File: src/rtl/xbarPkg.sv
package xbarPkg;
  parameter int NUM_INIT = 3;
  parameter int NUM_TGT  = 3;
  parameter int DATA_W   = 8;
  localparam int IDX_W = (NUM_INIT > 1) ? $clog2(NUM_INIT) : 1;
  localparam int TGT_W = (NUM_TGT > 1) ? $clog2(NUM_TGT) : 1;

  // strobes from the arbiters to the switch matrix
  typedef struct packed {
    logic [NUM_TGT-1:0]            busy;
    logic [NUM_TGT-1:0][IDX_W-1:0] owner;
  } xbarCtl_t;
endpackage

File: src/rtl/xbarArbCtl.sv
module xbarArbCtl
  import xbarPkg::*;
(
  input  logic                        clk,
  input  logic                        rstN,
  input  logic [NUM_INIT-1:0]         initReq,
  input  logic [NUM_INIT*TGT_W-1:0]   initTgt,
  input  logic [NUM_INIT-1:0]         initDone,
  input  logic [NUM_TGT-1:0]          tgtReady,
  output xbarCtl_t                    ctl
);
  logic [NUM_TGT-1:0]            busyV;
  logic [NUM_TGT-1:0][IDX_W-1:0] ownerV;

  for (genvar t = 0; t < NUM_TGT; t++) begin : gTgt
    logic [NUM_INIT-1:0] cand;
    logic [IDX_W-1:0]    ptrQ, ownerQ, pick;
    logic                busyQ, found, fin;

    always_comb begin
      for (int i = 0; i < NUM_INIT; i++)
        cand[i] = initReq[i] && (initTgt[i*TGT_W +: TGT_W] == TGT_W'(t));
    end

    // rotating search starting at the turn pointer
    always_comb begin
      pick  = '0;
      found = 1'b0;
      for (int k = 0; k < NUM_INIT; k++) begin
        int s;
        s = int'(ptrQ) + k;
        if (s >= NUM_INIT) s = s - NUM_INIT;
        if (!found && cand[s]) begin
          pick  = IDX_W'(s);
          found = 1'b1;
        end
      end
    end

    assign fin = busyQ && initDone[ownerQ] && tgtReady[t];

    always_ff @(posedge clk) begin
      if (!rstN) begin
        busyQ  <= 1'b0;
        ownerQ <= '0;
        ptrQ   <= '0;
      end else if (busyQ) begin
        if (fin) begin
          busyQ <= 1'b0;
          ptrQ  <= (int'(ownerQ) == NUM_INIT-1) ? '0 : ownerQ + 1'b1;
        end
      end else if (found) begin
        busyQ  <= 1'b1;
        ownerQ <= pick;
      end
    end

    assign busyV[t]  = busyQ;
    assign ownerV[t] = ownerQ;
  end

  assign ctl.busy  = busyV;
  assign ctl.owner = ownerV;
endmodule

File: src/rtl/xbarSwitch.sv
module xbarSwitch
  import xbarPkg::*;
(
  input  xbarCtl_t                    ctl,
  input  logic [NUM_INIT-1:0]         initReq,
  input  logic [NUM_INIT*DATA_W-1:0]  initWdata,
  input  logic [NUM_INIT-1:0]         initDone,
  output logic [NUM_INIT-1:0]         initReady,
  output logic [NUM_INIT*DATA_W-1:0]  initRdata,
  output logic [NUM_TGT-1:0]          tgtSel,
  output logic [NUM_TGT*DATA_W-1:0]   tgtWdata,
  output logic [NUM_TGT-1:0]          tgtDone,
  input  logic [NUM_TGT-1:0]          tgtReady,
  input  logic [NUM_TGT*DATA_W-1:0]   tgtRdata
);
  // initiator-to-target direction
  always_comb begin
    tgtSel   = '0;
    tgtDone  = '0;
    tgtWdata = '0;
    for (int t = 0; t < NUM_TGT; t++) begin
      if (ctl.busy[t]) begin
        tgtSel[t]                   = initReq[ctl.owner[t]];
        tgtDone[t]                  = initDone[ctl.owner[t]];
        tgtWdata[t*DATA_W +: DATA_W] = initWdata[int'(ctl.owner[t])*DATA_W +: DATA_W];
      end
    end
  end

  // target-to-initiator direction
  always_comb begin
    initReady = '0;
    initRdata = '0;
    for (int i = 0; i < NUM_INIT; i++) begin
      for (int t = 0; t < NUM_TGT; t++) begin
        if (ctl.busy[t] && (ctl.owner[t] == IDX_W'(i))) begin
          initReady[i]                  = tgtReady[t];
          initRdata[i*DATA_W +: DATA_W] = tgtRdata[t*DATA_W +: DATA_W];
        end
      end
    end
  end
endmodule

File: src/rtl/xbarTop.sv
module xbarTop
  import xbarPkg::*;
(
  input  logic                        clk,
  input  logic                        rstN,
  input  logic [NUM_INIT-1:0]         initReq,
  input  logic [NUM_INIT*TGT_W-1:0]   initTgt,
  input  logic [NUM_INIT*DATA_W-1:0]  initWdata,
  input  logic [NUM_INIT-1:0]         initDone,
  output logic [NUM_INIT-1:0]         initReady,
  output logic [NUM_INIT*DATA_W-1:0]  initRdata,
  output logic [NUM_TGT-1:0]          tgtSel,
  output logic [NUM_TGT*DATA_W-1:0]   tgtWdata,
  output logic [NUM_TGT-1:0]          tgtDone,
  input  logic [NUM_TGT-1:0]          tgtReady,
  input  logic [NUM_TGT*DATA_W-1:0]   tgtRdata
);
  xbarCtl_t ctl;

  xbarArbCtl ctl_i (
    .clk(clk), .rstN(rstN), .initReq(initReq), .initTgt(initTgt),
    .initDone(initDone), .tgtReady(tgtReady), .ctl(ctl)
  );

  xbarSwitch sw_i (
    .ctl(ctl), .initReq(initReq), .initWdata(initWdata), .initDone(initDone),
    .initReady(initReady), .initRdata(initRdata), .tgtSel(tgtSel),
    .tgtWdata(tgtWdata), .tgtDone(tgtDone), .tgtReady(tgtReady),
    .tgtRdata(tgtRdata)
  );
endmodule

File: config.mk
export PLATFORM = sky130hd
export DESIGN_NAME = xbarTop
export DESIGN_NICKNAME = d
export VERILOG_FILES = /design/src/rtl/xbarPkg.sv /design/src/rtl/xbarArbCtl.sv /design/src/rtl/xbarSwitch.sv /design/src/rtl/xbarTop.sv
export SDC_FILE = /design/constraint.sdc
export NUM_CORES = 1
export LEC_CHECK = 0
export ABC_AREA = 1
export BUFFER_PORTS_ARGS = -buffer_cell sky130_fd_sc_hd__buf_4
export CORE_MARGIN = 2
export CORE_UTILIZATION = 35
export CTS_CLUSTER_DIAMETER = 100
export DETAILED_ROUTE_END_ITERATION = 8
export GPL_TIMING_DRIVEN = 0
export PLACE_DENSITY = 0.64
export SLEW_MARGIN = 0
export SYNTH_ARGS = -nofsm -noshare
export SYNTH_HDL_FRONTEND = slang
export SYNTH_SLANG_ARGS = --single-unit
File: constraint.sdc
create_clock -name clk -period 2.02 [get_ports clk]
set_input_delay 0.202 -clock clk [delete_from_list [all_inputs] [get_ports clk]]
set_output_delay 0.202 -clock clk [all_outputs]
set_load 0.1 [all_outputs]
==> results.cfg <==
[synth]
syn_avg_cell_area_um2 = 5.73
syn_area_mm2 = 0.00271
synth_area_leader_cell = sky130_fd_sc_hd__nand2_1
synth_top_area_share_pct = 15.0
synth.ff_latch_count = 15
syn-num-nets = 547
yosys_warnings = 0
synthesis.instances = 473
synth.top_cells.by_area = sky130_fd_sc_hd__nand2_1, sky130_fd_sc_hd__dfxtp_1, sky130_fd_sc_hd__inv_1
ys_types = 31
ys_seq_area_share_pct = 11.1

[clocking]
cts_made_buffers = 3
clk_pin_slew_worst_paths_ns = 0.06
clock_latency_ns = 0.25
clock_sinks = 15
h-tree-depth = 1
ctsRootBufferMaster = sky130_fd_sc_hd__clkbuf_8
cts-root-to-sink-buffers = 2
cts_tree = done

[detailed_routing]
drt-wirelength-per-cell_um = 15.7
vias = 3937
drt_first_iter_violations = 255
drc = 0
drt-vias-per-instance = 5.48
wl_um = 11300
detail-route-antenna-nets = 0
drt_pass1_iterations = 5

[global_routing]
use_met1_pct = 31.4
gr-usage-all-layers_pct = 25.5
antenna_violations_before_repair = 0
global_route_wire_length_before_repair_um = 18000
grt.busiest_layer = met2
total_congestion_overflow_after_global_routing = 0
first_global_vias = 3845
use_met2_pct = 46.5
met3_usage_pct = 4.35
grt_max_degree = 12

[die]
die_height_um = 92.0
die_area_mm2 = 0.00846
floorplan.initialDensity_pct = 35.6
placeableCoreArea_mm2 = 0.00761
std_cell_rows = 32
ios = 122
die-width_um = 92.0

[sta]
clock.fmax_mhz = 499
timing.clock.skew_ns = 0.00429
drv_slew = 0
grt_setup_unrepaired = yes
hold_viol_final = 0
final.period_utilization_pct = 99.2
final-setup-viol-count = 0
timing.slew.headroom_pct = 75.8
final_critical_period_ns = 2.00
worstMarginPinSlew_ns = 0.364

[cells_and_area]
number_of_nets_in_the_finished_design = 692
n_fill_cell = 727
layout.core_utilization_pct = 61.6
syn_to_final_growth_pct = 72.9
antenna_cells_inserted = 0
final_common_cell = sky130_fd_sc_hd__buf_4
layout_common_cells = sky130_fd_sc_hd__buf_4, sky130_fd_sc_hd__nand2_1, sky130_fd_sc_hd__inv_1
post_route_cells_drive_above_1_share_pct = 44.6

[place]
gp_congestion = 0.886
dp.final_hpwl_um = 8500
count_of_port_buffers_added_during_placement = 121

[min_path]
worst_hold_path_type = primary input to flop
hold-path-cell-count = 4

[setup_path]
critical_path_peak_fanout = 9
setup.worst_path.end_class = primary output
worstPathCellList = inv_2 > nor2_4 > nand2_8 > nor2_4 > nand2_1 > a31oi_2 > buf_6
max_stage_delay_ns = 0.35
critPathSlowestCell = sky130_fd_sc_hd__dfxtp_2
timing.reg2reg.worst_path_depth = 11
cp.depth = 7
critPathKind = flop to primary output
worstPathArrival_ns = 1.80
crit_top_cell = sky130_fd_sc_hd__nor2_4
worstSetupStartpointType = flop
worstPathBufferInverterCount = 2
path_delay_family = simple AND/OR/NAND/NOR gates
cp_data_required_time_ns = 1.82

[outcome]
run_status = completed

[job]
maxCapViolations = 0
[sequential cells by signal, summed over array words and instances (netlist names)]
| name | cells |
|---|---|
| ctl_i.gTgt.busyQ | 3 |
| ctl_i.gTgt.ownerQ | 6 |
| ctl_i.gTgt.ptrQ | 6 |
[Yosys cell counts (all sizes together)]
master    n
a21oi    21
a221oi   10
a22oi     5
a31oi    15
buf      11
clkinv    4
dfxtp    15
ha        9
inv      91
nand2   122
nand3    57
nand3b    1
nand4    12
nor2     45
nor3      2
o211ai    1
o21ai    23
o221ai   26
o22ai     3
[worst register-to-register path: stages (launching register included)]
cell and delay, ns:
sky130_fd_sc_hd__dfxtp_1 0.36, sky130_fd_sc_hd__inv_1 0.07, sky130_fd_sc_hd__ha_1 0.39, sky130_fd_sc_hd__inv_1 0.20, sky130_fd_sc_hd__nand3_1 0.11, sky130_fd_sc_hd__nand3_1 0.09, sky130_fd_sc_hd__nand2_1 0.09, sky130_fd_sc_hd__nand3_2 0.09
sky130_fd_sc_hd__nand2_2 0.07, sky130_fd_sc_hd__nand2_1 0.07, sky130_fd_sc_hd__nand2_1 0.06, sky130_fd_sc_hd__a21oi_1 0.12
[worst paths after layout]
kind                                               from                       to  slack [ns]
worst min-delay path                        tgtReady[2]      ctl_i.gTgt[2].busyQ        0.29
worst min register to register    ctl_i.gTgt[2].ptrQ[1]    ctl_i.gTgt[2].ptrQ[1]        0.50
worst max register to register    ctl_i.gTgt[0].ptrQ[0]  ctl_i.gTgt[0].ownerQ[0]        0.23
worst max-delay path            ctl_i.gTgt[0].ownerQ[1]            initRdata[22]        0.02
[stage by stage]
step	setup WS [ns]	std cells	hold slack [ns]	instance area [µm²]	setup TNS, ns
final	0.0171	719	0.287	4680	0
after global routing	-0.0705	719	0.311	4680	-0.682
after CTS	0.00421	706	0.288	4400	0
after detailed placement	-0.128	696	0.499	4080	-0.695
after global placement	-0.117	696	0.492	4080	-0.729
after floorplan	-0.643	473	0.385	3040	-5.00
[logic make-up (layout without fill, tap and decap cells)]
kind of cell	after synthesis	after routing	synth area share, %
adder cells (fa/ha/maj)	9	9	4.16
flip-flops	15	15	11.1
AND/OR/NAND/NOR	239	241	42.5
AO/OA/AOI/OAI	104	104	26.5
buffers and inverters	106	248	15.8
[final cells by class]
type | count | area [µm²] | share of cell area (%)
multi-input combinational | 354 | 2500 | 53.3
timing repair buffer | 138 | 1220 | 26.0
inverter | 95 | 387 | 8.25
sequential | 15 | 304 | 6.49
tap | 102 | 128 | 2.72
buffer | 11 | 104 | 2.22
clock buffer | 4 | 45.0 | 0.962
[metal layers]
metal	vias up	routed length [µm]
li1	1909	-
met1	1862	4710
met2	150	5720
met3	16	679
met4	0	162
met5	-	0
[what timing repair did]
| item | 4_1_cts | 5_1_grt |
|---|---|---|
| setup buffers | 4 | 13 |
| gates resized for setup | 59 | 41 |
| cloned | 2 | 0 |
| setup endpoints to repair | 42 | 39 |
| hold buffers | 0 | 0 |
| pin swaps | 5 | 9 |
Power is not shown: default switching activity piles up to over one toggle a cycle in this logic, so the estimate is an artifact.
